**src/rtl/pwr_evt_pkg.sv**
```systemverilog
package pwr_evt_pkg;

  typedef enum logic [1:0] {
    PS_WORK    = 2'b00,
    PS_SLEEP   = 2'b01,
    PS_SOFTOFF = 2'b10
  } pstate_e;

  // Bit positions decoded by software in the status byte
  localparam int BTN_BIT = 0;
  localparam int RTC_BIT = 2;
  localparam int OVR_BIT = 3;

  // Next value of a write-one-to-clear flag; hardware set wins
  function automatic logic flag_next(logic cur, logic hw_set, logic sw_clr);
    return hw_set | (cur & ~sw_clr);
  endfunction

  // Assemble the status byte; reserved positions stay zero
  function automatic logic [7:0] sts_pack(logic btn, logic rtc, logic ovr);
    logic [7:0] v;
    v = 8'h00;
    v[BTN_BIT] = btn;
    v[RTC_BIT] = rtc;
    v[OVR_BIT] = ovr;
    return v;
  endfunction

endpackage

```
**src/rtl/pwr_btn_sync.sv**
```systemverilog
module pwr_btn_sync (
  input  logic clk,
  input  logic rst_n,
  input  logic btn_async,
  output logic btn_held,
  output logic btn_rise
);
  logic meta_q, sync_q, prev_q;

  always_ff @(posedge clk or negedge rst_n) begin
    if (!rst_n) begin
      meta_q <= 1'b0;
      sync_q <= 1'b0;
      prev_q <= 1'b0;
    end else begin
      meta_q <= btn_async;
      sync_q <= meta_q;
      prev_q <= sync_q;
    end
  end

  assign btn_held = sync_q;
  assign btn_rise = sync_q & ~prev_q;


  rise_single_chk: assert property (@(posedge clk) disable iff (!rst_n)
    btn_rise |=> !btn_rise);
endmodule

```
**src/rtl/pwr_hold_timer.sv**
```systemverilog
module pwr_hold_timer #(
  parameter int HOLD_TICKS = 4
) (
  input  logic clk,
  input  logic rst_n,
  input  logic held,
  input  logic tick,
  input  logic arm,
  output logic fire
);
  localparam int CNT_W = $clog2(HOLD_TICKS + 2);
  localparam logic [CNT_W-1:0] LAST = CNT_W'(HOLD_TICKS);
  localparam logic [CNT_W-1:0] SAT  = CNT_W'(HOLD_TICKS + 1);

  logic [CNT_W-1:0] cnt_q;

  // Saturating tick count for the current press
  function automatic logic [CNT_W-1:0] cnt_step(logic [CNT_W-1:0] c);
    return (c == SAT) ? c : c + 1'b1;
  endfunction

  always_ff @(posedge clk or negedge rst_n) begin
    if (!rst_n)         cnt_q <= '0;
    else if (!held)     cnt_q <= '0;
    else if (tick)      cnt_q <= cnt_step(cnt_q);
  end

  assign fire = held & tick & arm & (cnt_q == LAST);


  once_per_press_chk: assert property (@(posedge clk) disable iff (!rst_n)
    fire |=> !fire);

  release_restart_chk: assert property (@(posedge clk) disable iff (!rst_n)
    !held |=> (cnt_q == '0));
endmodule

```
**src/rtl/pwr_sts_reg.sv**
```systemverilog
module pwr_sts_reg
  import pwr_evt_pkg::*;
(
  input  logic clk,
  input  logic rst_n,
  input  logic set_btn,
  input  logic kill_btn,
  input  logic set_rtc,
  input  logic set_ovr,
  input  logic clr_btn,
  input  logic clr_rtc,
  input  logic clr_ovr,
  output logic btn_sts,
  output logic rtc_sts,
  output logic ovr_sts
);
  always_ff @(posedge clk or negedge rst_n) begin
    if (!rst_n) begin
      btn_sts <= 1'b0;
      rtc_sts <= 1'b0;
      ovr_sts <= 1'b0;
    end else begin
      btn_sts <= flag_next(btn_sts & ~kill_btn, set_btn, clr_btn);
      rtc_sts <= flag_next(rtc_sts, set_rtc, clr_rtc);
      ovr_sts <= flag_next(ovr_sts, set_ovr, clr_ovr);
    end
  end


  rtc_fall_needs_clear_chk: assert property (@(posedge clk) disable iff (!rst_n)
    $fell(rtc_sts) |-> $past(clr_rtc));

  set_beats_clear_chk: assert property (@(posedge clk) disable iff (!rst_n)
    set_rtc |=> rtc_sts);

  override_result_chk: assert property (@(posedge clk) disable iff (!rst_n)
    set_ovr |=> (ovr_sts && !btn_sts));
endmodule

```
**src/rtl/pwr_evt_ctrl.sv**
```systemverilog
module pwr_evt_ctrl
  import pwr_evt_pkg::*;
#(
  parameter int HOLD_TICKS = 4,
  parameter int ADDR_W     = 2,
  parameter int STS_OFFSET = 1
) (
  input  logic              clk,
  input  logic              rst_n,
  input  logic              button_in,
  input  logic              tick_1hz,
  input  logic              rtc_alarm,
  input  logic              stby_pwr_ok,
  input  logic              alarm_keep_en,
  input  logic              btn_en,
  input  logic              rtc_en,
  input  logic              ovr_en,
  input  logic [1:0]        pwr_state,
  input  logic [ADDR_W-1:0] reg_addr,
  input  logic              reg_wr,
  input  logic [7:0]        reg_wdata,
  output logic [7:0]        rd_data,
  output logic              sci,
  output logic              wake,
  output logic              soft_off_req
);
  localparam logic [ADDR_W-1:0] STS_ADDR = ADDR_W'(STS_OFFSET);

  logic    btn_held, btn_rise, ovr_fire, sts_hit, alarm_take;
  logic    btn_sts, rtc_sts, ovr_sts, soft_off_q, working;
  logic    unused_wdata;
  pstate_e state;

  assign state        = pstate_e'(pwr_state);
  assign working      = (state == PS_WORK);
  assign sts_hit      = reg_wr & (reg_addr == STS_ADDR);
  assign alarm_take   = rtc_alarm & (stby_pwr_ok | alarm_keep_en);
  assign unused_wdata = ^{reg_wdata[7:4], reg_wdata[1]};

  pwr_btn_sync u_sync (
    .clk      (clk),
    .rst_n    (rst_n),
    .btn_async(button_in),
    .btn_held (btn_held),
    .btn_rise (btn_rise)
  );

  pwr_hold_timer #(.HOLD_TICKS(HOLD_TICKS)) u_hold (
    .clk  (clk),
    .rst_n(rst_n),
    .held (btn_held),
    .tick (tick_1hz),
    .arm  (ovr_en),
    .fire (ovr_fire)
  );

  pwr_sts_reg u_sts (
    .clk     (clk),
    .rst_n   (rst_n),
    .set_btn (btn_rise),
    .kill_btn(ovr_fire),
    .set_rtc (alarm_take),
    .set_ovr (ovr_fire),
    .clr_btn (sts_hit & reg_wdata[BTN_BIT]),
    .clr_rtc (sts_hit & reg_wdata[RTC_BIT]),
    .clr_ovr (sts_hit & reg_wdata[OVR_BIT]),
    .btn_sts (btn_sts),
    .rtc_sts (rtc_sts),
    .ovr_sts (ovr_sts)
  );

  always_ff @(posedge clk or negedge rst_n) begin
    if (!rst_n) soft_off_q <= 1'b0;
    else        soft_off_q <= ovr_fire;
  end

  assign soft_off_req = soft_off_q;
  assign rd_data      = (reg_addr == STS_ADDR) ? sts_pack(btn_sts, rtc_sts, ovr_sts) : 8'h00;
  assign sci          = working & ((btn_en & btn_sts) | (rtc_en & rtc_sts));
  assign wake         = ~working & btn_sts;


  reserved_zero_chk: assert property (@(posedge clk) disable iff (!rst_n)
    (rd_data[1] == 1'b0) && (rd_data[7:4] == 4'h0));

  no_sci_asleep_chk: assert property (@(posedge clk) disable iff (!rst_n)
    !working |-> !sci);

  no_wake_working_chk: assert property (@(posedge clk) disable iff (!rst_n)
    working |-> !wake);

  soft_off_pulse_chk: assert property (@(posedge clk) disable iff (!rst_n)
    soft_off_req |=> !soft_off_req);
endmodule

```
**config.mk**
```make
export PLATFORM = sky130hd
export DESIGN_NAME = pwr_evt_ctrl
export DESIGN_NICKNAME = d
export VERILOG_FILES = /design/src/rtl/pwr_evt_pkg.sv /design/src/rtl/pwr_btn_sync.sv /design/src/rtl/pwr_hold_timer.sv /design/src/rtl/pwr_sts_reg.sv /design/src/rtl/pwr_evt_ctrl.sv
export SDC_FILE = /design/constraint.sdc
export NUM_CORES = 1
export LEC_CHECK = 0
export BUFFER_PORTS_ARGS = -buffer_cell sky130_fd_sc_hd__buf_4
export CAP_MARGIN = 20
export CORE_MARGIN = 2
export CORE_UTILIZATION = 35
export CTS_BUF_LIST = sky130_fd_sc_hd__clkbuf_4
export CTS_CLUSTER_DIAMETER = 50
export DETAILED_ROUTE_END_ITERATION = 8
export GPL_ROUTABILITY_DRIVEN = 0
export GPL_TIMING_DRIVEN = 0
export MAX_ROUTING_LAYER = met4
export PLACE_DENSITY_LB_ADDON = 0.15
export REMOVE_ABC_BUFFERS = 1
export SLEW_MARGIN = 15
export SYNTH_ARGS = -nofsm -noshare
export SYNTH_HDL_FRONTEND = slang
export SYNTH_SLANG_ARGS = --single-unit
```
**constraint.sdc**
```tcl
create_clock -name clk -period 1.4 [get_ports clk]
set_input_delay 0.28 -clock clk [delete_from_list [all_inputs] [get_ports clk]]
set_output_delay 0.28 -clock clk [all_outputs]
set_load 0.01 [all_outputs]
```
* After elaboration in Yosys (flattened, before gate mapping)
Index checks and enable logic that the tools add are counted.
Storage, ports and cells: word-level logic and storage cells 48, output and inout bits 11, bits in registers 10
Cells by class: mux-type cells 4, reductions and logical operators 2, bitwise operators 28, equal/unequal tests 5, $add $sub $neg 1
Operator list (number):
- bitwise AND 1 bit | 17
- two-way mux 3 bit | 3
- == test 3 bit, second input constant | 2
- NOT 1 bit | 6
- OR 1 bit | 5
- two-way mux 4 bit | 1
- != test 2 bit, second input constant | 2
- adder 3 x 1 -> 3 bit, second input constant | 1
- == test 2 x 1 -> 1 bit, second input constant | 1
- zero test 2 bit | 1
- AND reduction 2 bit | 1

* Logic depth before layout (Yosys ltp)
Gate-level depths: netlist of run 1.
depth in word-level cells 7, depth in mapped cells 5

* Modules after synthesis
A second synthesis of run 1 with hierarchy kept.
Unflattened totals: cell total of the unflattened synthesis 52, area total of the unflattened synthesis 555.5 um^2
Modules (own cells, without submodules):
- pwr_hold_timer | area each 209.0 um^2, cells an instance 21, instances 1, sequential area each 75.1 um^2
- pwr_evt_ctrl | area each 148.9 um^2, cells an instance 18, instances 1, sequential area each 25.0 um^2
- pwr_sts_reg | area each 108.9 um^2, cells an instance 9, instances 1, sequential area each 75.1 um^2
- pwr_btn_sync | area each 88.8 um^2, cells an instance 4, instances 1, sequential area each 75.1 um^2

* Worst setup path after synthesis of run 1
OpenSTA, ideal clock, no wires.
path kind reg-to-reg, from register u_hold.cnt_q[0], to register u_hold.cnt_q[1], slack 277 ps, arrival 1003 ps, library setup time 120 ps, stages on the path, launching flop included 5, path through dfrtp_1 -> ha_1 -> a21boi_2 -> mux2i_1 -> nor2b_1
On the way: word-level cells in the longest chain between the ends 4, elaborated cells on any way between the ends 7, those cells by class add/sub: 1; eq/ne: 2; mux: 3; reduce/logical: 1
RTL lines:
- start: declaration | line pwr_hold_timer.sv:15 | logic [CNT_W-1:0] cnt_q;
- start signal: assignment | line pwr_hold_timer.sv:25 | else if (tick) cnt_q <= cnt_step(cnt_q);
- adder 3 x 1 -> 3 bit | line pwr_hold_timer.sv:19 | return (c == SAT) ? c : c + 1'b1;
- two-way mux 3 bit | line pwr_hold_timer.sv:19
- two-way mux 3 bit | line pwr_hold_timer.sv:25
- two-way mux 3 bit | line pwr_hold_timer.sv:24 | else if (!held) cnt_q <= '0;
Parallel ways exist; a longest one is shown, timed or not. The select of a mux whose other input is x is not followed. A chain may end at the register's enable or synchronous reset.

* Final worst setup path of run 1
from register u_sts.btn_sts, to output port sci
On the way: word-level cells in the longest chain between the ends 3
RTL lines:
- start: declaration | line pwr_sts_reg.sv:13 | output logic btn_sts,
- start signal: assignment | line pwr_sts_reg.sv:23 | btn_sts <= flag_next(btn_sts & ~kill_btn, set_btn, clr_btn);
- bitwise AND 1 bit | line pwr_evt_ctrl.sv:79 | assign sci = working & ((btn_en & btn_sts) | (rtc_en & rtc_sts));
- OR 1 bit | line pwr_evt_ctrl.sv:79
- bitwise AND 1 bit | line pwr_evt_ctrl.sv:79
- end: declaration | line pwr_evt_ctrl.sv:23 | output logic sci,
Every way passes these cells.

==> results.toml, run 1 <==
[cts]
htree_num_levels = 1
insertion_delay_ns = 0.25
cts_tree = "done"
clock_sinks = 10
cts_buffers = 3
clock-root-buffer = "clkbuf_4"
cts_buffer_depth = 2
clkTransAtPathRegs_ns = 0.06
post_cts_buffers = 0

[die]
core_sq_um = 1350
die_area_sq_um = 1820
die_height_um = 42.7
num_io_pins = 34
start_util_pct = 38.8
row_count = 13
die_w_um = 42.7

[global_routing]
antenna_found_initial = 0
grt_pass1_wl_um = 1520
overflow = 0
grt_max_degree = 11
grt.total_usage_pct = 11.5
grt_pass1_vias = 380

[logic_synthesis]
yosysSeqAreaShare_pct = 47.7
synth-seq-cells = 10
synth.distinct_cells = 23
synthCells = 50
ys_warn_count = 0
syn_area_per_cell_sq_um = 10.5
netlist_area_sq_um = 524

[worst_setup_path]
reg2reg_depth = 5
cp_max_fo = 4
timing.rr.end = "u_hold.cnt_q[1]"
crit_type = "register to output port"
endpoint = "sci"
timing.rr.start = "u_hold.cnt_q[1]"
cp.arrival_ns = 1.04
cp.required_ns = 1.12
cp-end-kind = "output port"
crit_start = "u_sts.btn_sts"
r2r_slack_ns = 0.19
cp-start-kind = "register"

[route]
top_layer_used = "met3"
detail-route-antenna-nets = 0
avgViaCountPerCell = 4.45
first_pass_iters = 2
dr_total_vias = 409
routed-wl-met3_um = 56
wl_met1_um = 407
drt_iter0_markers = 6
routed-wl-met2_um = 457
wl_per_cell_um = 10.0
routed_wl_um = 922
drc = 0

[place]
port_buffers = 23
dp_hpwl_um = 761
dp.cells = 87

[power_and_ir_drop]
total_power_uw = 630
vdd_ir_drop_max_mv = 0.691
leakagePower_nw = 0.387
powerDensity_nw_per_um2 = 857

[sta]
slew_viol_final = 0
tns_ns = 0
final_hold_viol_count = 0
finalCritPeriodShare_pct = 94.2
period_needed_ns = 1.32
setup_viol = 0
fmax_mhz = 759
rsz0062_at_grt = "false"
skew_ns = 0.00321
fin_hold_ws_ns = 0.131

[cells_and_area]
nNetsFinal = 104
area_growth_pct = 40.1
stdcell_count = 92
fill_cells = 117
final_cell_mix = "buf_4, dfrtp_1, inv_1"
final_common_cell = "buf_4"
layout-drive-gt1-share_pct = 39.0
insertedDiodeCount = 0

[job]
max_cap_viol_count = 0

[worst_hold_path]
hp-class = "primary input to register"

[run_status]
outcome = "finished clean"
sequential cells by signal, summed over array words and instances, names as in the netlist:
register,cells
u_sync.prev_q,1
u_sts.ovr_sts,1
u_sts.rtc_sts,1
u_sync.meta_q,1
u_sync.btn_held,1
u_sts.btn_sts,1
soft_off_req,1
u_hold.cnt_q,3
worst max-delay path, stage by stage (launching register included):
cell and delay [ns]:
dfrtp_1 0.41, a22oi_2 0.17, nor3_1 0.06, buf_4 0.14
stage by stage:
stage | instance area [sq um] | util (%) | setup slack, ns
floorplan | 502 | - | 0.277
global placement | 693 | 51.3 | 0.206
detailed placement | 693 | 51.3 | 0.191
finish | 734 | 54.4 | 0.0816
CTS | 729 | 54.0 | 0.0437
global route | 734 | 54.4 | 0.0125
metal layers:
| layer | vias up | GRT usage [%] |
|---|---|---|
| met3 | 0 | 5.11 |
| met2 | 15 | 17.6 |
| met1 | 185 | 13.4 |
| met4 | 0 | 3.75 |
| met5 | - | - |
| li1 | 209 | - |
cell families after synthesis:
logic type               Yosys count  synth area share [%]
AND/OR/NAND/NOR                   15                  18.6
buffers and inverters             11                  11.5
flip-flops                        10                  47.7
AO/OA/AOI/OAI                      8                  10.7
adder cells (fa/ha/maj)            3                  7.16
other                              1                 0.715
XOR/XNOR                           1                  1.67
multiplexers                       1                  1.91
power by group:
part / internal [mW] / total [mW] / switching (mW)
sequential: 0.305 / 0.318 / 0.0132
clock: 0.102 / 0.189 / 0.0871
combinational: 0.0713 / 0.122 / 0.0504
cells in the mapped netlist:
| cell type | count | area, sq um |
|---|---|---|
| a21boi_2 | 1 | 11.3 |
| a21oi_1 | 1 | 5.00 |
| a22oi_1 | 1 | 7.51 |
| a32o_1 | 1 | 10.0 |
| and2_1 | 4 | 25.0 |
| and3_1 | 1 | 6.26 |
| and4b_2 | 1 | 11.3 |
| buf_4 | 5 | 37.5 |
| conb_1 | 1 | 3.75 |
| dfrtp_1 | 10 | 250 |
| ha_1 | 3 | 37.5 |
| inv_1 | 6 | 22.5 |
| mux2i_1 | 1 | 10.0 |
| nand2_1 | 2 | 7.51 |
| nand3_1 | 1 | 5.00 |
| nand3_2 | 1 | 10.0 |
| nand3b_1 | 1 | 7.51 |
| nor2b_1 | 2 | 12.5 |
| nor3_1 | 1 | 5.00 |
| nor3b_1 | 1 | 7.51 |
| o21a_1 | 1 | 7.51 |
| o21ai_0 | 3 | 15.0 |
| xnor2_1 | 1 | 8.76 |
area by class of cell:
class	count	area (sq um)	share of cell area [%]
sequential	10	250	34.1
inverter	6	22.5	3.07
clock inverter	1	3.75	0.511
timing repair buffer	24	183	24.9
clock buffer	3	22.5	3.07
multi-input combinational	33	234	31.9
tap	15	18.8	2.56
timing repair:
action,4_1_cts,5_1_grt
resized for setup,0,1
endpoints found under the setup margin,0,1
endpoints found under the hold margin,10,0
hold buffers,1,0
worst min-delay path by stage:
stage / cells after the start / to / startpoint
finish: 1 / u_sync.meta_q / button_in
floorplan: 0 / soft_off_req / rst_n
detailed placement: 1 / u_hold.cnt_q[2] / rst_n
CTS: 1 / u_sync.meta_q / button_in
global route: 1 / u_sync.meta_q / button_in
global placement: 1 / u_hold.cnt_q[2] / rst_n
(Power assumes the default switching activity.)
==> inputs of run 2 (changes only) <==
--- a/config.mk
+++ b/config.mk
@@ -8,7 +8,7 @@
 export BUFFER_PORTS_ARGS = -buffer_cell sky130_fd_sc_hd__buf_4
 export CAP_MARGIN = 20
 export CORE_MARGIN = 2
-export CORE_UTILIZATION = 35
+export CORE_UTILIZATION = 40
 export CTS_BUF_LIST = sky130_fd_sc_hd__clkbuf_4
 export CTS_CLUSTER_DIAMETER = 50
 export DETAILED_ROUTE_END_ITERATION = 8
==> results.toml, run 2 (synthesis results as in run 1) <==
[cts]
post_cts_buffers = 0
clock-root-buffer = "clkbuf_4"
hold_buffers = 1
cts_tree = "done"
clkTransAtPathRegs_ns = 0.07
clock_sinks = 10
post_cts_resize_count = 0
insertion_delay_ns = 0.26
cts_buffers = 3
cts_buffer_depth = 2
htree_num_levels = 1

[worst_setup_path]
cp_max_fo = 4
cp-start-kind = "register"
cp.arrival_ns = 1.05
cp.required_ns = 1.12
cp-end-kind = "output port"
crit_type = "register to output port"

[die]
core_sq_um = 1270
start_util_pct = 41.3
row_count = 13
die_w_um = 40.2
die_height_um = 40.2
die_area_sq_um = 1620
num_io_pins = 34

[route]
dr_total_vias = 426
avgViaCountPerCell = 4.63
routed_wl_um = 1010
detail-route-antenna-nets = 0
drc = 0
first_pass_iters = 3
wl_per_cell_um = 11.0
drt_iter0_markers = 2

[sta]
finalCritPeriodShare_pct = 95.1
fmax_mhz = 751
skew_ns = 0.00239
tns_ns = 0
period_needed_ns = 1.33
slew_viol_final = 0
final_hold_viol_count = 0
setup_viol = 0
rsz0062_at_grt = "false"

[cells_and_area]
final_common_cell = "buf_4"
stdcell_count = 92
area_growth_pct = 39.1
insertedDiodeCount = 0
top_register = "u_hold.cnt_q"
fill_cells = 119
nNetsFinal = 104
final_cell_mix = "buf_4, dfrtp_1, inv_1"
postLayoutCoreUtil_pct = 57.5
largest_reg_flops = 3
layout-drive-gt1-share_pct = 37.7
stdcell_area_sq_um = 729

[power_and_ir_drop]
vdd_ir_drop_max_mv = 0.538
powerDensity_nw_per_um2 = 874
leakagePower_nw = 0.387

[job]
max_cap_viol_count = 0

[place]
dp.cells = 87
dp_hpwl_um = 818
placed_area_sq_um = 693
port_buffers = 23

[global_routing]
grt_pass1_vias = 375
overflow = 0
grt_max_degree = 11
antenna_found_initial = 0
grt_pass1_wl_um = 1380
grt.total_usage_pct = 14.4

[run_status]
outcome = "finished clean"

[worst_hold_path]
hp-class = "primary input to register"
==> run 2: critical path, cell delays in order, from the launching register on <==
cell and delay, ns:
dfrtp_1 0.41, a22oi_1 0.18, nor3_1 0.06, buf_4 0.14
==> run 2: cell type report <==
class | count | area, sq um | share of cell area [%]
Clock inverter | 1 | 3.75 | 0.515
Clock buffer | 3 | 22.5 | 3.09
Timing Repair Buffer | 24 | 183 | 25.0
Sequential cell | 10 | 250 | 34.3
Inverter | 6 | 22.5 | 3.09
Tap cell | 15 | 18.8 | 2.57
Multi-Input combinational cell | 33 | 229 | 31.4
==> run 2: worst paths after layout <==
path / from / end / slack (ns) / cells after the start
max in group asynchronous: rst_n / soft_off_req / 0.88 / 2
worst min-delay path: button_in / u_sync.meta_q / 0.13 / 1
worst max register to register: u_hold.cnt_q[1] / u_hold.cnt_q[2] / 0.19 / 4
min in group asynchronous: rst_n / u_sync.prev_q / 0.38 / 2
worst min register to register: u_sync.meta_q / u_sync.btn_held / 0.35 / 0
worst max-delay path: u_sts.btn_sts / sci / 0.07 / 3
==> run 2: power by group <==
part	leakage [nW]	internal, mW	switching [mW]
Combinational	0.249	0.0707	0.0510
Clock	0.0154	0.103	0.0956
Sequential	0.122	0.305	0.0123
Total	0.387	0.478	0.159
==> run 2: metrics by stage <==
stage	setup slack [ns]	hold WS [ns]	power [mW]
2_1_floorplan	0.277	-0.0156	0.376
3_3_place_gp	0.216	0.111	0.441
3_5_place_dp	0.174	0.115	0.444
4_1_cts	0.0574	0.113	0.647
5_1_grt	0.00753	0.101	0.681
6_report	0.0680	0.126	0.637
==> run 2: metal layers <==
layer / wire, um / part of all wire [%] / vias up / GRT usage, %
li1: - / - / 209 / -
met1: 403 / 40 / 191 / 11.9
met2: 501 / 49 / 24 / 23.8
met3: 100 / 9.9 / 2 / 4.44
met4: 8 / 0.79 / 0 / 15.8
met5: 0 / 0 / - / -
==> inputs of run 3 (changes only) <==
--- a/config.mk
+++ b/config.mk
@@ -17,6 +17,7 @@
 export MAX_ROUTING_LAYER = met4
 export PLACE_DENSITY_LB_ADDON = 0.15
 export REMOVE_ABC_BUFFERS = 1
+export SETUP_SLACK_MARGIN = 0.3
 export SLEW_MARGIN = 15
 export SYNTH_ARGS = -nofsm -noshare
 export SYNTH_HDL_FRONTEND = slang
==> results.toml, run 3 (synthesis results as in run 1) <==
[worst_setup_path]
critPathMaxStageDelay_ns = 0.40
timing.rr.end = "u_hold.cnt_q[1]"
crit_buf_inv = 1
cp_max_fo = 4
reg2reg_depth = 5
cp.required_ns = 1.12
crit_type = "register to output port"
slowest_stage = "dfrtp_1"
cp-start-kind = "register"
timing.rr.start = "u_hold.cnt_q[1]"
crit_family = "flip-flops"
cp-end-kind = "output port"
path_cells = "a22oi_1 -> nor3_1 -> buf_4"
cp.arrival_ns = 1.04
r2r_slack_ns = 0.25

[place]
dp.cells = 87
dp_slack_ns = 0.174
dp_hpwl_um = 818
port_buffers = 23
placed_area_sq_um = 693

[sta]
slew_viol_final = 0
fin_ws_ns = 0.0777
final_hold_viol_count = 0
skew_ns = 0.00106
period_needed_ns = 1.32
fmax_mhz = 756
setup_viol = 0
finalCritPeriodShare_pct = 94.5
rsz0062_at_grt = "true"
tns_ns = 0

[power_and_ir_drop]
p_sw_uw = 180
leakagePower_nw = 0.418
swShare_pct = 26.3
p_int_uw = 506
vdd_ir_drop_max_mv = 0.629
pwr-share-clk_pct = 29.9
powerDensity_nw_per_um2 = 827
seqPwrFrac_pct = 46.6
total_power_uw = 687
comb_power_share_pct = 23.5

[cells_and_area]
final_cell_mix = "buf_4, dfrtp_1, conb_1"
final_common_cell = "buf_4"
stdcell_area_sq_um = 831
largest_reg_flops = 3
layout-drive-gt1-share_pct = 53.1
insertedDiodeCount = 0
stdcell_count = 96
nNetsFinal = 108
area_growth_pct = 58.5
top_register = "u_hold.cnt_q"

[cts]
insertion_delay_ns = 0.27
cts_tree = "done"
clock_sinks = 10
clkTransAtPathRegs_ns = 0.06
cts_buffers = 3
cts_buffer_depth = 2
clock-root-buffer = "clkbuf_4"
htree_num_levels = 1

[worst_hold_path]
hp-class = "primary input to register"
worstHoldStart = "button_in"
hold_end = "u_sync.meta_q"
hold-path-cell-count = 1

[route]
detail-route-antenna-nets = 0
wl_per_cell_um = 11.0
first_pass_iters = 1
drt_iter0_markers = 0
dr_total_vias = 434
routed_wl_um = 1060
drc = 0
avgViaCountPerCell = 4.52

[global_routing]
antenna_found_initial = 0
grt_pass1_vias = 363
grt_max_degree = 11
grt_pass1_wl_um = 1400
overflow = 0
grt.total_usage_pct = 14.2

[die]
num_io_pins = 34
die_height_um = 40.2
start_util_pct = 41.3
die_area_sq_um = 1620
row_count = 13
core_sq_um = 1270
die_w_um = 40.2

[run_status]
outcome = "finished clean"

[job]
max_cap_viol_count = 0
run 3: cell count changes in the layout (fill, tap and decap cells not counted), sizes merged:
cell	delta
buf	+4
run 3: metrics by stage:
stage,hold WS [ns],util (%)
after floorplan,-0.0156,-
after global placement,0.111,54.6
after detailed placement,0.115,54.6
after CTS,0.113,64.8
after global routing,0.101,65.5
final,0.114,65.5
run 3: worst max-delay path by stage:
stage,depth (start not counted),start,endpoint
after global routing,3,u_sts.btn_sts,sci
after global placement,4,u_hold.cnt_q[0],u_hold.cnt_q[1]
after CTS,3,u_sts.btn_sts,sci
final,3,u_sts.btn_sts,sci
after floorplan,4,u_hold.cnt_q[0],u_hold.cnt_q[1]
after detailed placement,4,u_hold.cnt_q[1],u_hold.cnt_q[2]
run 3: power groups by stage:
stage / registers [mW] / clock network (mW) / logic, mW
final: 0.320 / 0.205 / 0.161
after global routing: 0.323 / 0.224 / 0.178
after CTS: 0.320 / 0.206 / 0.158
after detailed placement: 0.323 / 0 / 0.121
after global placement: 0.322 / 0 / 0.119
after floorplan: 0.319 / 0 / 0.0565
run 3: area by class of cell:
class / count / area, sq um
Sequential cell: 10 / 251
Clock buffer: 3 / 22.5
Multi-Input combinational cell: 33 / 284
Inverter: 6 / 22.5
Tap cell: 15 / 18.8
Timing Repair Buffer: 28 / 228
Fill cell: 103 / 438
Clock inverter: 1 / 3.75
run 3: routing by layer:
layer | global-route usage (%) | vias up | part of all wire (%)
li1 | - | 219 | -
met1 | 13.0 | 187 | 37
met2 | 26.2 | 26 | 49
met3 | 3.89 | 2 | 12
met4 | 7.50 | 0 | 2.1
met5 | - | - | 0
run 3: repair_timing:
| action | 4_1_cts | 5_1_grt |
|---|---|---|
| resized for setup | 16 | 2 |
| endpoints found under the setup margin | 9 | 9 |
| hold buffers | 1 | 0 |
| pin swaps | 7 | 2 |
| setup buffers | 4 | 0 |
| endpoints found under the hold margin | 10 | 0 |
